### config.mk
export PLATFORM = sky130hd
export DESIGN_NAME = mls_stripe_tx
export DESIGN_NICKNAME = d
export VERILOG_FILES = /design/src/rtl/mls_pkg.sv /design/src/rtl/mls_slot_sched.sv /design/src/rtl/mls_seq_bank.sv /design/src/rtl/mls_lane_drive.sv /design/src/rtl/mls_stripe_tx.sv
export SDC_FILE = /design/constraint.sdc
export NUM_CORES = 1
export LEC_CHECK = 0
export ABC_AREA = 0
export BUFFER_PORTS_ARGS = -buffer_cell sky130_fd_sc_hd__buf_2
export CAP_MARGIN = 20
export CORE_UTILIZATION = 45
export CTS_CLUSTER_SIZE = 24
export DETAILED_ROUTE_END_ITERATION = 10
export PLACE_DENSITY = 0.65
export SKIP_LAST_GASP = 1
export SLEW_MARGIN = 30
export SYNTH_ARGS = -nofsm -noshare
export SYNTH_HDL_FRONTEND = slang
export SYNTH_SLANG_ARGS = --single-unit
### constraint.sdc
create_clock -name clk -period 5.1 [get_ports clk]
set_clock_uncertainty 0.2 [all_clocks]
set_input_delay 0.255 -clock clk [delete_from_list [all_inputs] [get_ports clk]]
set_output_delay 0.255 -clock clk [all_outputs]
set_load 0.005 [all_outputs]
### src/rtl/mls_pkg.sv
`timescale 1ns/1ps
package mls_pkg;
    localparam int SEQ_W  = 7;
    localparam int BYTE_W = 8;

    typedef logic [SEQ_W-1:0]  seq_t;
    typedef logic [BYTE_W-1:0] byte_t;

    typedef struct packed {
        logic idle;
        seq_t seq;
    } link_hdr_t;

    typedef struct packed {
        logic  sop;
        byte_t data;
    } beat_t;

    function automatic byte_t hdr_byte(input logic idle, input seq_t seq);
        link_hdr_t h;
        h.idle = idle;
        h.seq  = seq;
        return byte_t'(h);
    endfunction
endpackage

### src/rtl/mls_slot_sched.sv
`timescale 1ns/1ps
module mls_slot_sched #(
    parameter  int NUM_LINKS  = 8,
    parameter  int CELL_BYTES = 4,
    localparam int PTR_W      = $clog2(NUM_LINKS),
    localparam int CNT_W      = $clog2(CELL_BYTES + 1)
) (
    input  logic             clk,
    input  logic             rst,
    input  logic             frame_start,
    input  logic             cell_offered,
    output logic             boundary,
    output logic             frame_take,
    output logic [PTR_W-1:0] hdr_link,
    output logic             hdr_user,
    output logic [PTR_W-1:0] body_link,
    output logic             body_user
);
    localparam logic [CNT_W-1:0] LAST_POS  = CNT_W'(CELL_BYTES);
    localparam logic [PTR_W-1:0] LAST_LINK = PTR_W'(NUM_LINKS - 1);

    logic [CNT_W-1:0] pos_q;
    logic [PTR_W-1:0] ptr_q;
    logic             pend_q;

    always_comb begin
        boundary   = (pos_q == '0);
        frame_take = boundary && (pend_q || frame_start);
        hdr_link   = frame_take ? '0 : ptr_q;
        hdr_user   = cell_offered;
    end

    always_ff @(posedge clk) begin
        if (rst) begin
            pos_q     <= '0;
            ptr_q     <= '0;
            pend_q    <= 1'b0;
            body_link <= '0;
            body_user <= 1'b0;
        end else if (boundary) begin
            body_link <= hdr_link;
            body_user <= hdr_user;
            ptr_q     <= (hdr_link == LAST_LINK) ? '0 : hdr_link + 1'b1;
            pend_q    <= 1'b0;
            pos_q     <= CNT_W'(1);
        end else begin
            pos_q <= (pos_q == LAST_POS) ? '0 : pos_q + 1'b1;
            if (frame_start) pend_q <= 1'b1;
        end
    end
endmodule

### src/rtl/mls_seq_bank.sv
`timescale 1ns/1ps
module mls_seq_bank
    import mls_pkg::*;
#(
    parameter  int NUM_LINKS = 8,
    localparam int PTR_W     = $clog2(NUM_LINKS)
) (
    input  logic             clk,
    input  logic             rst,
    input  logic             bump,
    input  logic             frame_take,
    input  logic [PTR_W-1:0] hdr_link,
    output seq_t             hdr_seq
);
    seq_t cnt_q [NUM_LINKS];

    for (genvar i = 0; i < NUM_LINKS; i++) begin : g_cnt
        always_ff @(posedge clk) begin
            if (rst) begin
                cnt_q[i] <= '0;
            end else if (bump) begin
                if (frame_take)
                    cnt_q[i] <= (hdr_link == PTR_W'(i)) ? seq_t'(1) : '0;
                else if (hdr_link == PTR_W'(i))
                    cnt_q[i] <= cnt_q[i] + seq_t'(1);
            end
        end
    end

    assign hdr_seq = frame_take ? '0 : cnt_q[hdr_link];
endmodule

### src/rtl/mls_lane_drive.sv
`timescale 1ns/1ps
module mls_lane_drive
    import mls_pkg::*;
#(
    parameter  int NUM_LINKS = 8,
    localparam int PTR_W     = $clog2(NUM_LINKS)
) (
    input  logic                   clk,
    input  logic                   rst,
    input  logic [PTR_W-1:0]       beat_link,
    input  beat_t                  beat,
    output logic [NUM_LINKS-1:0]   lane_valid,
    output logic [NUM_LINKS-1:0]   lane_sop,
    output logic [8*NUM_LINKS-1:0] lane_data
);
    for (genvar i = 0; i < NUM_LINKS; i++) begin : g_lane
        logic hit;
        assign hit = (beat_link == PTR_W'(i));
        always_ff @(posedge clk) begin
            if (rst) begin
                lane_valid[i]        <= 1'b0;
                lane_sop[i]          <= 1'b0;
                lane_data[8*i +: 8]  <= '0;
            end else begin
                lane_valid[i] <= hit;
                lane_sop[i]   <= hit && beat.sop;
                if (hit) lane_data[8*i +: 8] <= beat.data;
            end
        end
    end
endmodule

### src/rtl/mls_stripe_tx.sv
`timescale 1ns/1ps
module mls_stripe_tx
    import mls_pkg::*;
#(
    parameter  int NUM_LINKS  = 8,
    parameter  int CELL_BYTES = 4,
    localparam int PTR_W      = $clog2(NUM_LINKS)
) (
    input  logic                   clk,
    input  logic                   rst,
    input  logic                   frame_start,
    input  logic                   idle_force,
    input  logic                   in_valid,
    input  logic                   in_sop,
    input  logic [7:0]             in_data,
    output logic                   in_ready,
    output logic [NUM_LINKS-1:0]   lane_valid,
    output logic [NUM_LINKS-1:0]   lane_sop,
    output logic [8*NUM_LINKS-1:0] lane_data
);
    logic             boundary;
    logic             frame_take;
    logic             cell_offered;
    logic [PTR_W-1:0] hdr_link;
    logic             hdr_user;
    logic [PTR_W-1:0] body_link;
    logic             body_user;
    seq_t             hdr_seq;
    logic [PTR_W-1:0] beat_link;
    beat_t            beat;

    assign cell_offered = in_valid && in_sop && !idle_force;

    mls_slot_sched #(.NUM_LINKS(NUM_LINKS), .CELL_BYTES(CELL_BYTES)) u_sched (
        .clk          (clk),
        .rst          (rst),
        .frame_start  (frame_start),
        .cell_offered (cell_offered),
        .boundary     (boundary),
        .frame_take   (frame_take),
        .hdr_link     (hdr_link),
        .hdr_user     (hdr_user),
        .body_link    (body_link),
        .body_user    (body_user)
    );

    mls_seq_bank #(.NUM_LINKS(NUM_LINKS)) u_seq (
        .clk        (clk),
        .rst        (rst),
        .bump       (boundary),
        .frame_take (frame_take),
        .hdr_link   (hdr_link),
        .hdr_seq    (hdr_seq)
    );

    always_comb begin
        if (boundary) begin
            beat_link = hdr_link;
            beat.sop  = 1'b1;
            beat.data = hdr_byte(!hdr_user, hdr_seq);
        end else begin
            beat_link = body_link;
            beat.sop  = 1'b0;
            beat.data = (body_user && in_valid) ? in_data : '0;
        end
    end

    assign in_ready = !boundary && body_user;

    mls_lane_drive #(.NUM_LINKS(NUM_LINKS)) u_lanes (
        .clk        (clk),
        .rst        (rst),
        .beat_link  (beat_link),
        .beat       (beat),
        .lane_valid (lane_valid),
        .lane_sop   (lane_sop),
        .lane_data  (lane_data)
    );
endmodule

==> flow_summary.json, run 1 <==
{
  "numPlacedInstances": 883,
  "share_of_flip_flops_with_an_asynchronous_set_or_reset": 0,
  "status": "completed",
  "min_period_over_period": 0.692,
  "placement.io_buffers": 94,
  "internal_power_mw": 2.28,
  "sw_frac_of_total": 0.278,
  "grt_use_total": 0.222,
  "sequentialPowerShare": 0.443,
  "setup_violators_final": 0,
  "pwr_density_cell_mw_per_mm2": 399,
  "drt_first_iter_violations": 435,
  "dpl-instance-area_mm2": 0.00723,
  "post_route_utilization": 0.544,
  "setup_tns_ps": 0,
  "rows": 44,
  "synth_adder_area_share": 0.0243,
  "peakVddDrop_uv": 224,
  "grt_remaining_overflow": 0,
  "timing_hold_violations_final": 0,
  "post_route_cells_drive_above_1_share": 0.246,
  "synth-warning-count": 0,
  "number_of_global_route_vias_before_repair": 4781,
  "max_freq_mhz": 283,
  "syn-instance-count": 635,
  "clk_latency_ps": 430,
  "comb_power_share": 0.130,
  "n_fill_cell": 1313,
  "rsz0062_at_grt": "false",
  "clock_path_buffers": 2,
  "avgViaCountPerCell": 5.54,
  "netSwitchingPower_uw": 877,
  "stdcell_area_mm2": 0.00791,
  "wire_length_of_the_first_global_routing_pass_mm": 25.5,
  "number_of_sinks_driven_by_the_clock_tree": 147,
  "relSlewSlack": 0.352,
  "seq_area_frac_synth": 0.523,
  "yosys.area_share.xor_xnor": 0.0536,
  "dominantRegCellSynth": "sky130_fd_sc_hd__dfxtp_1",
  "finalMaxSlewViolations": 0,
  "largest_family_of_logic_cells_by_synthesized_area": "simple AND/OR/NAND/NOR gates",
  "vias": 5083,
  "floorplan.initialDensity": 0.461,
  "critPathArrivalTime_ps": 3600,
  "synth.lib_cells_used.distinct": 54,
  "synth_edf_count": 56,
  "clock_slew_at_the_register_clock_pins_of_the_worst_setup_and_hold_paths_ps": 60,
  "wire_per_inst_um": 17.9,
  "drt-total-wl_mm": 16.4,
  "drv.max_cap_violation_count": 0,
  "nNetsFinal": 747,
  "die_x_um": 124,
  "floorplan.die.height_um": 124,
  "hold_class": "in -> reg",
  "synth_area_per_cell_um2": 10.6,
  "tritoncts.num_buffers": 17,
  "drt_first_pass_iters": 5,
  "yosys-top-cells-area": "sky130_fd_sc_hd__dfxtp_1 (27%), sky130_fd_sc_hd__edfxtp_1 (25%), sky130_fd_sc_hd__nor2_1 (6.3%), sky130_fd_sc_hd__a211oi_1 (3.9%), sky130_fd_sc_hd__xnor2_1 (3.3%)",
  "design.portCount": 95,
  "layout_min_cycle_time_ps": 3530,
  "antenna_found_initial": 1,
  "synth.net_count": 662,
  "worst_setup_path_end_kind": "flip-flop",
  "postCtsSetupBuffers": 0,
  "layout-area-overhead-vs-synth_pct": 18.0,
  "critPathKind": "reg -> reg",
  "leakagePower_nw": 3.11,
  "core_area_mm2": 0.0145,
  "kind_of_start_point_of_the_critical_path": "flip-flop",
  "synth_compound_area_frac": 0.141,
  "critical_path_required_ps": 5170,
  "cts_resized": 0,
  "synth.ff_latch_count": 147,
  "gp_congestion": 0.840,
  "timing.critical_path.fanout_max": 22,
  "place.detailed.hpwl_mm": 11.7,
  "power.share.clock": 0.426,
  "synth_simple_gate_area_share": 0.173,
  "full_die_area_mm2": 0.0154,
  "cts_tree": "yes",
  "synth_top_area_cell": "sky130_fd_sc_hd__dfxtp_1",
  "cell_area_synth_mm2": 0.00670,
  "synth.most_common_cell": "sky130_fd_sc_hd__nor2_1",
  "pin_count_of_the_biggest_net_entering_global_routing": 87,
  "ys_top_cells_by_count": "sky130_fd_sc_hd__nor2_1 (113), sky130_fd_sc_hd__dfxtp_1 (91), sky130_fd_sc_hd__edfxtp_1 (56), sky130_fd_sc_hd__a211oi_1 (35), sky130_fd_sc_hd__xnor2_1 (25)",
  "worst-slew-pin-transition_ps": 971,
  "synth_top_area_share": 0.272,
  "drcViolationCount": 0,
  "antenna_left": 0,
  "hold_buffers": 2,
  "htreeDepth": 4,
  "final_cell_count_no_fill": 918,
  "synth.area.mux_share": 0.0472,
  "cts.root.buffer_cell": "sky130_fd_sc_hd__clkbuf_16"
}
## layer usage
layer,track usage,part of all wire,wire length (um),up-vias
li1,-,-,-,2459
met1,0.301,0.47,7810,2451
met2,0.342,0.46,7510,145
met3,0.0485,0.044,731,28
met4,0.0938,0.024,388,0
met5,0,0,0,-
## power groups by stage
stage	Clock (mW)	Combinational (mW)	Sequential, mW
after floorplan	0	0.309	1.39
after global placement	0	0.398	1.42
after detailed placement	0	0.405	1.42
after CTS	1.37	0.408	1.40
after global routing	1.41	0.455	1.41
final	1.35	0.411	1.40
## flip-flops by register name, summed over array words and instances (netlist names)
register,cells
u_lanes.lane_valid,8
u_sched.body_user,1
u_sched.ptr_q,3
u_lanes.lane_sop,8
u_lanes.lane_data,64
u_sched.body_link,3
u_sched.pos_q,3
u_seq.cnt_q,56
u_sched.pend_q,1
## final timing paths
check | slack, ps | from | to | cells after the start
worst max-delay path | 1570 | u_sched.pos_q[0] | u_lanes.lane_data[35] | 7
worst max register to register | 1570 | u_sched.pos_q[0] | u_lanes.lane_data[35] | 7
worst min-delay path | 60 | frame_start | u_sched.pend_q | 3
worst min register to register | 300 | u_lanes.lane_data[21] | u_lanes.lane_data[21] | 2
## cells by family (layout without fill, tap and decap cells)
group	count (synthesis)	count (layout)
AO/OA/AOI/OAI	121	121
XOR/XNOR	41	41
buffers and inverters	49	147
other	0	1
multiplexers	29	29
adder cells (fa/ha/maj)	13	13
AND/OR/NAND/NOR	235	235
flip-flops	147	147
## layout by cell type, fill, tap and decap left out, types with 3 or more instances in the layout
master and instances:
sky130_fd_sc_hd__nor2_1 113, sky130_fd_sc_hd__buf_2 96, sky130_fd_sc_hd__dfxtp_1 91, sky130_fd_sc_hd__edfxtp_1 56, sky130_fd_sc_hd__a211oi_1 35, sky130_fd_sc_hd__xnor2_1 25, sky130_fd_sc_hd__and3_1 23, sky130_fd_sc_hd__a21oi_1 23
sky130_fd_sc_hd__nand2_1 22, sky130_fd_sc_hd__mux2i_1 20, sky130_fd_sc_hd__a311oi_1 20, sky130_fd_sc_hd__nand3_1 19, sky130_fd_sc_hd__clkbuf_16 19, sky130_fd_sc_hd__nor2_2 16, sky130_fd_sc_hd__xor2_1 16, sky130_fd_sc_hd__inv_1 14
sky130_fd_sc_hd__ha_1 13, sky130_fd_sc_hd__o21ai_0 9, sky130_fd_sc_hd__nor3_1 9, sky130_fd_sc_hd__mux2_2 7, sky130_fd_sc_hd__a21oi_4 6, sky130_fd_sc_hd__a22oi_1 6, sky130_fd_sc_hd__nor2b_1 5, sky130_fd_sc_hd__o2bb2ai_1 5
sky130_fd_sc_hd__nand2b_1 4, sky130_fd_sc_hd__and2_1 4, sky130_fd_sc_hd__inv_8 4, sky130_fd_sc_hd__a32oi_2 3, sky130_fd_sc_hd__nor4_1 3
## worst max-delay path: stages (launching register included)
cell                       delay, ps
sky130_fd_sc_hd__dfxtp_1         320
sky130_fd_sc_hd__inv_1            60
sky130_fd_sc_hd__ha_1            250
sky130_fd_sc_hd__nand2b_1        450
sky130_fd_sc_hd__o21ai_2         780
sky130_fd_sc_hd__mux2_2          430
sky130_fd_sc_hd__o21ai_0         660
sky130_fd_sc_hd__a311oi_1        210
## stage by stage
step	power [mW]	hold slack (ps)	worst slack [ps]
after global placement	1.82	269	1780
after global routing	3.28	94.8	1380
after floorplan	1.70	252	2760
after CTS	3.17	39.7	1600
after detailed placement	1.83	286	1610
final	3.16	63.1	1570
## final cells by class
type	instances	area, um2	area share
repair buffers	100	515	0.0652
diodes	1	2.50	0.000316
clock inverters	12	158	0.0199
multi-input cells	439	2950	0.374
clock buffers	20	489	0.0619
inverters	15	56.3	0.00712
well taps	184	230	0.0291
flip-flops and latches	147	3500	0.443
(Power assumes the default switching activity.)
==> run 2, diff against run 1 <==
==> constraint.sdc (replaced) <==
create_clock -name clk -period 3.7 [get_ports clk]
set_clock_uncertainty 0.2 [all_clocks]
set_input_delay 0.185 -clock clk [delete_from_list [all_inputs] [get_ports clk]]
set_output_delay 0.185 -clock clk [all_outputs]
set_load 0.005 [all_outputs]
==> flow_summary.json, run 2 (same netlist as run 1, synthesis figures left out) <==
{
  "layout_min_cycle_time_ps": 3220,
  "number_of_global_route_vias_before_repair": 4764,
  "critPathKind": "reg -> reg",
  "gr-usage-met1": 0.298,
  "avgViaCountPerCell": 5.53,
  "die_x_um": 124,
  "capturing_instance_or_port_of_the_critical_path": "u_lanes.lane_data[59]",
  "grt.met3_usage": 0.0586,
  "mostFrequentLayoutCells": "sky130_fd_sc_hd__nor2_1 (113), sky130_fd_sc_hd__buf_2 (96), sky130_fd_sc_hd__dfxtp_1 (91)",
  "relSlewSlack": 0.303,
  "cts_resized": 0,
  "register_to_register_setup_slack_ps": 480,
  "tritoncts.num_buffers": 17,
  "clock_path_buffers": 2,
  "use_met2": 0.345,
  "rows": 44,
  "setup_violators_final": 0,
  "number_of_sinks_driven_by_the_clock_tree": 147,
  "floorplan.die.height_um": 124,
  "regMostFlops": "u_lanes.lane_data",
  "placement.io_buffers": 94,
  "finalMaxSlewViolations": 0,
  "place.detailed.hpwl_mm": 11.7,
  "layout-area-overhead-vs-synth_pct": 18.2,
  "worst-slew-pin-transition_ps": 1050,
  "gp_congestion": 0.877,
  "n_antenna_cell": 0,
  "htreeDepth": 4,
  "drv.max_cap_violation_count": 0,
  "wire_per_inst_um": 17.9,
  "hold_buffers": 3,
  "antenna_left": 0,
  "drcViolationCount": 0,
  "dp_worst_setup_slack_ps": 534,
  "setup_tns_ps": 0,
  "clock_slew_at_the_register_clock_pins_of_the_worst_setup_and_hold_paths_ps": 70,
  "top_usage_layer": "met2",
  "pin_count_of_the_biggest_net_entering_global_routing": 86,
  "worst_setup_path_startpoint": "u_sched.pos_q[0]",
  "leading_cell_type_in_the_layout_fill_and_taps_excluded": "sky130_fd_sc_hd__nor2_1",
  "antenna_found_initial": 0,
  "nNetsFinal": 754,
  "r2r-start": "u_sched.pos_q[0]",
  "post_route_cells_drive_above_1_share": 0.251,
  "rsz0062_at_grt": "false",
  "status": "completed",
  "min_period_over_period": 0.871,
  "drt-total-wl_mm": 16.5,
  "cts_tree": "yes",
  "drt_first_iter_violations": 383,
  "n_fill_cell": 1296,
  "setup_slack_ps": 479,
  "largest_register_ff_count": 64,
  "postCtsSetupBuffers": 0,
  "fin_hold_ws_ps": 33.4,
  "worst_setup_path_end_kind": "flip-flop",
  "peakVddDrop_uv": 334,
  "kind_of_start_point_of_the_critical_path": "flip-flop",
  "full_die_area_mm2": 0.0154,
  "core_area_mm2": 0.0145,
  "reg2reg_to": "u_lanes.lane_data[59]",
  "leakagePower_nw": 3.12,
  "timing.critical_path.fanout_max": 16,
  "design.portCount": 95,
  "max_freq_mhz": 310,
  "timing_hold_violations_final": 0,
  "critPathArrivalTime_ps": 3290,
  "grt_remaining_overflow": 0,
  "top_regs": "u_lanes.lane_data (64), u_seq.cnt_q (56)",
  "drt_first_pass_iters": 5,
  "hold_class": "in -> reg",
  "floorplan.initialDensity": 0.461,
  "wire_length_of_the_first_global_routing_pass_mm": 25.5,
  "grt_use_total": 0.223,
  "r2r.worst_path.cells": 7,
  "pwr_density_cell_mw_per_mm2": 539,
  "vias": 5110,
  "cts.root.buffer_cell": "sky130_fd_sc_hd__clkbuf_16",
  "clk_latency_ps": 430,
  "critical_path_required_ps": 3770
}
## run 2: worst min path at each step
stage                                     start                    end  slack, ps  depth (start not counted)
after detailed placement  u_lanes.lane_data[15]  u_lanes.lane_data[15]        270                          2
after global placement    u_lanes.lane_data[47]  u_lanes.lane_data[47]        270                          2
final                               frame_start   u_sched.body_link[0]         30                          4
after CTS                           frame_start         u_sched.pend_q         30                          3
after floorplan                     frame_start         u_sched.pend_q        180                          2
after global routing                frame_start   u_sched.body_link[0]         60                          4
## run 2: power by group
group | total [mW] | switching (mW) | internal, mW
clock network | 1.76 | 0.730 | 1.03
registers | 1.91 | 0.107 | 1.81
logic | 0.592 | 0.366 | 0.226
total | 4.27 | 1.20 | 3.07
## run 2: area by class of cell
cell class | count | area, um2 | share of cell area
clock buffer | 18 | 439 | 0.0554
timing repair buffer | 107 | 571 | 0.0720
sequential | 147 | 3500 | 0.442
tap | 184 | 230 | 0.0291
multi-input combinational | 439 | 2950 | 0.373
clock inverter | 14 | 168 | 0.0212
inverter | 15 | 56.3 | 0.00711
## run 2: per-layer routing
layer | up-vias | share of wire
li1 | 2479 | -
met1 | 2438 | 0.45
met2 | 163 | 0.47
met3 | 30 | 0.059
met4 | 0 | 0.021
met5 | - | 0
## run 2: worst max-delay path: stages (launching register included)
cell and delay [ps]:
sky130_fd_sc_hd__dfxtp_1 320, sky130_fd_sc_hd__inv_1 60, sky130_fd_sc_hd__ha_1 250, sky130_fd_sc_hd__nand2b_1 300, sky130_fd_sc_hd__o21ai_2 690, sky130_fd_sc_hd__mux2_2 410
sky130_fd_sc_hd__o21ai_0 640, sky130_fd_sc_hd__a311oi_1 190
## run 2: per-stage QoR
stage | util | cell area [um2] | total power [mW] | std cells
2_1_floorplan | - | 6700 | 2.34 | 635
3_3_place_gp | 0.499 | 7260 | 2.51 | 886
3_5_place_dp | 0.500 | 7270 | 2.53 | 888
4_1_cts | 0.544 | 7900 | 4.28 | 923
5_1_grt | 0.545 | 7920 | 4.44 | 924
6_report | 0.545 | 7920 | 4.27 | 924
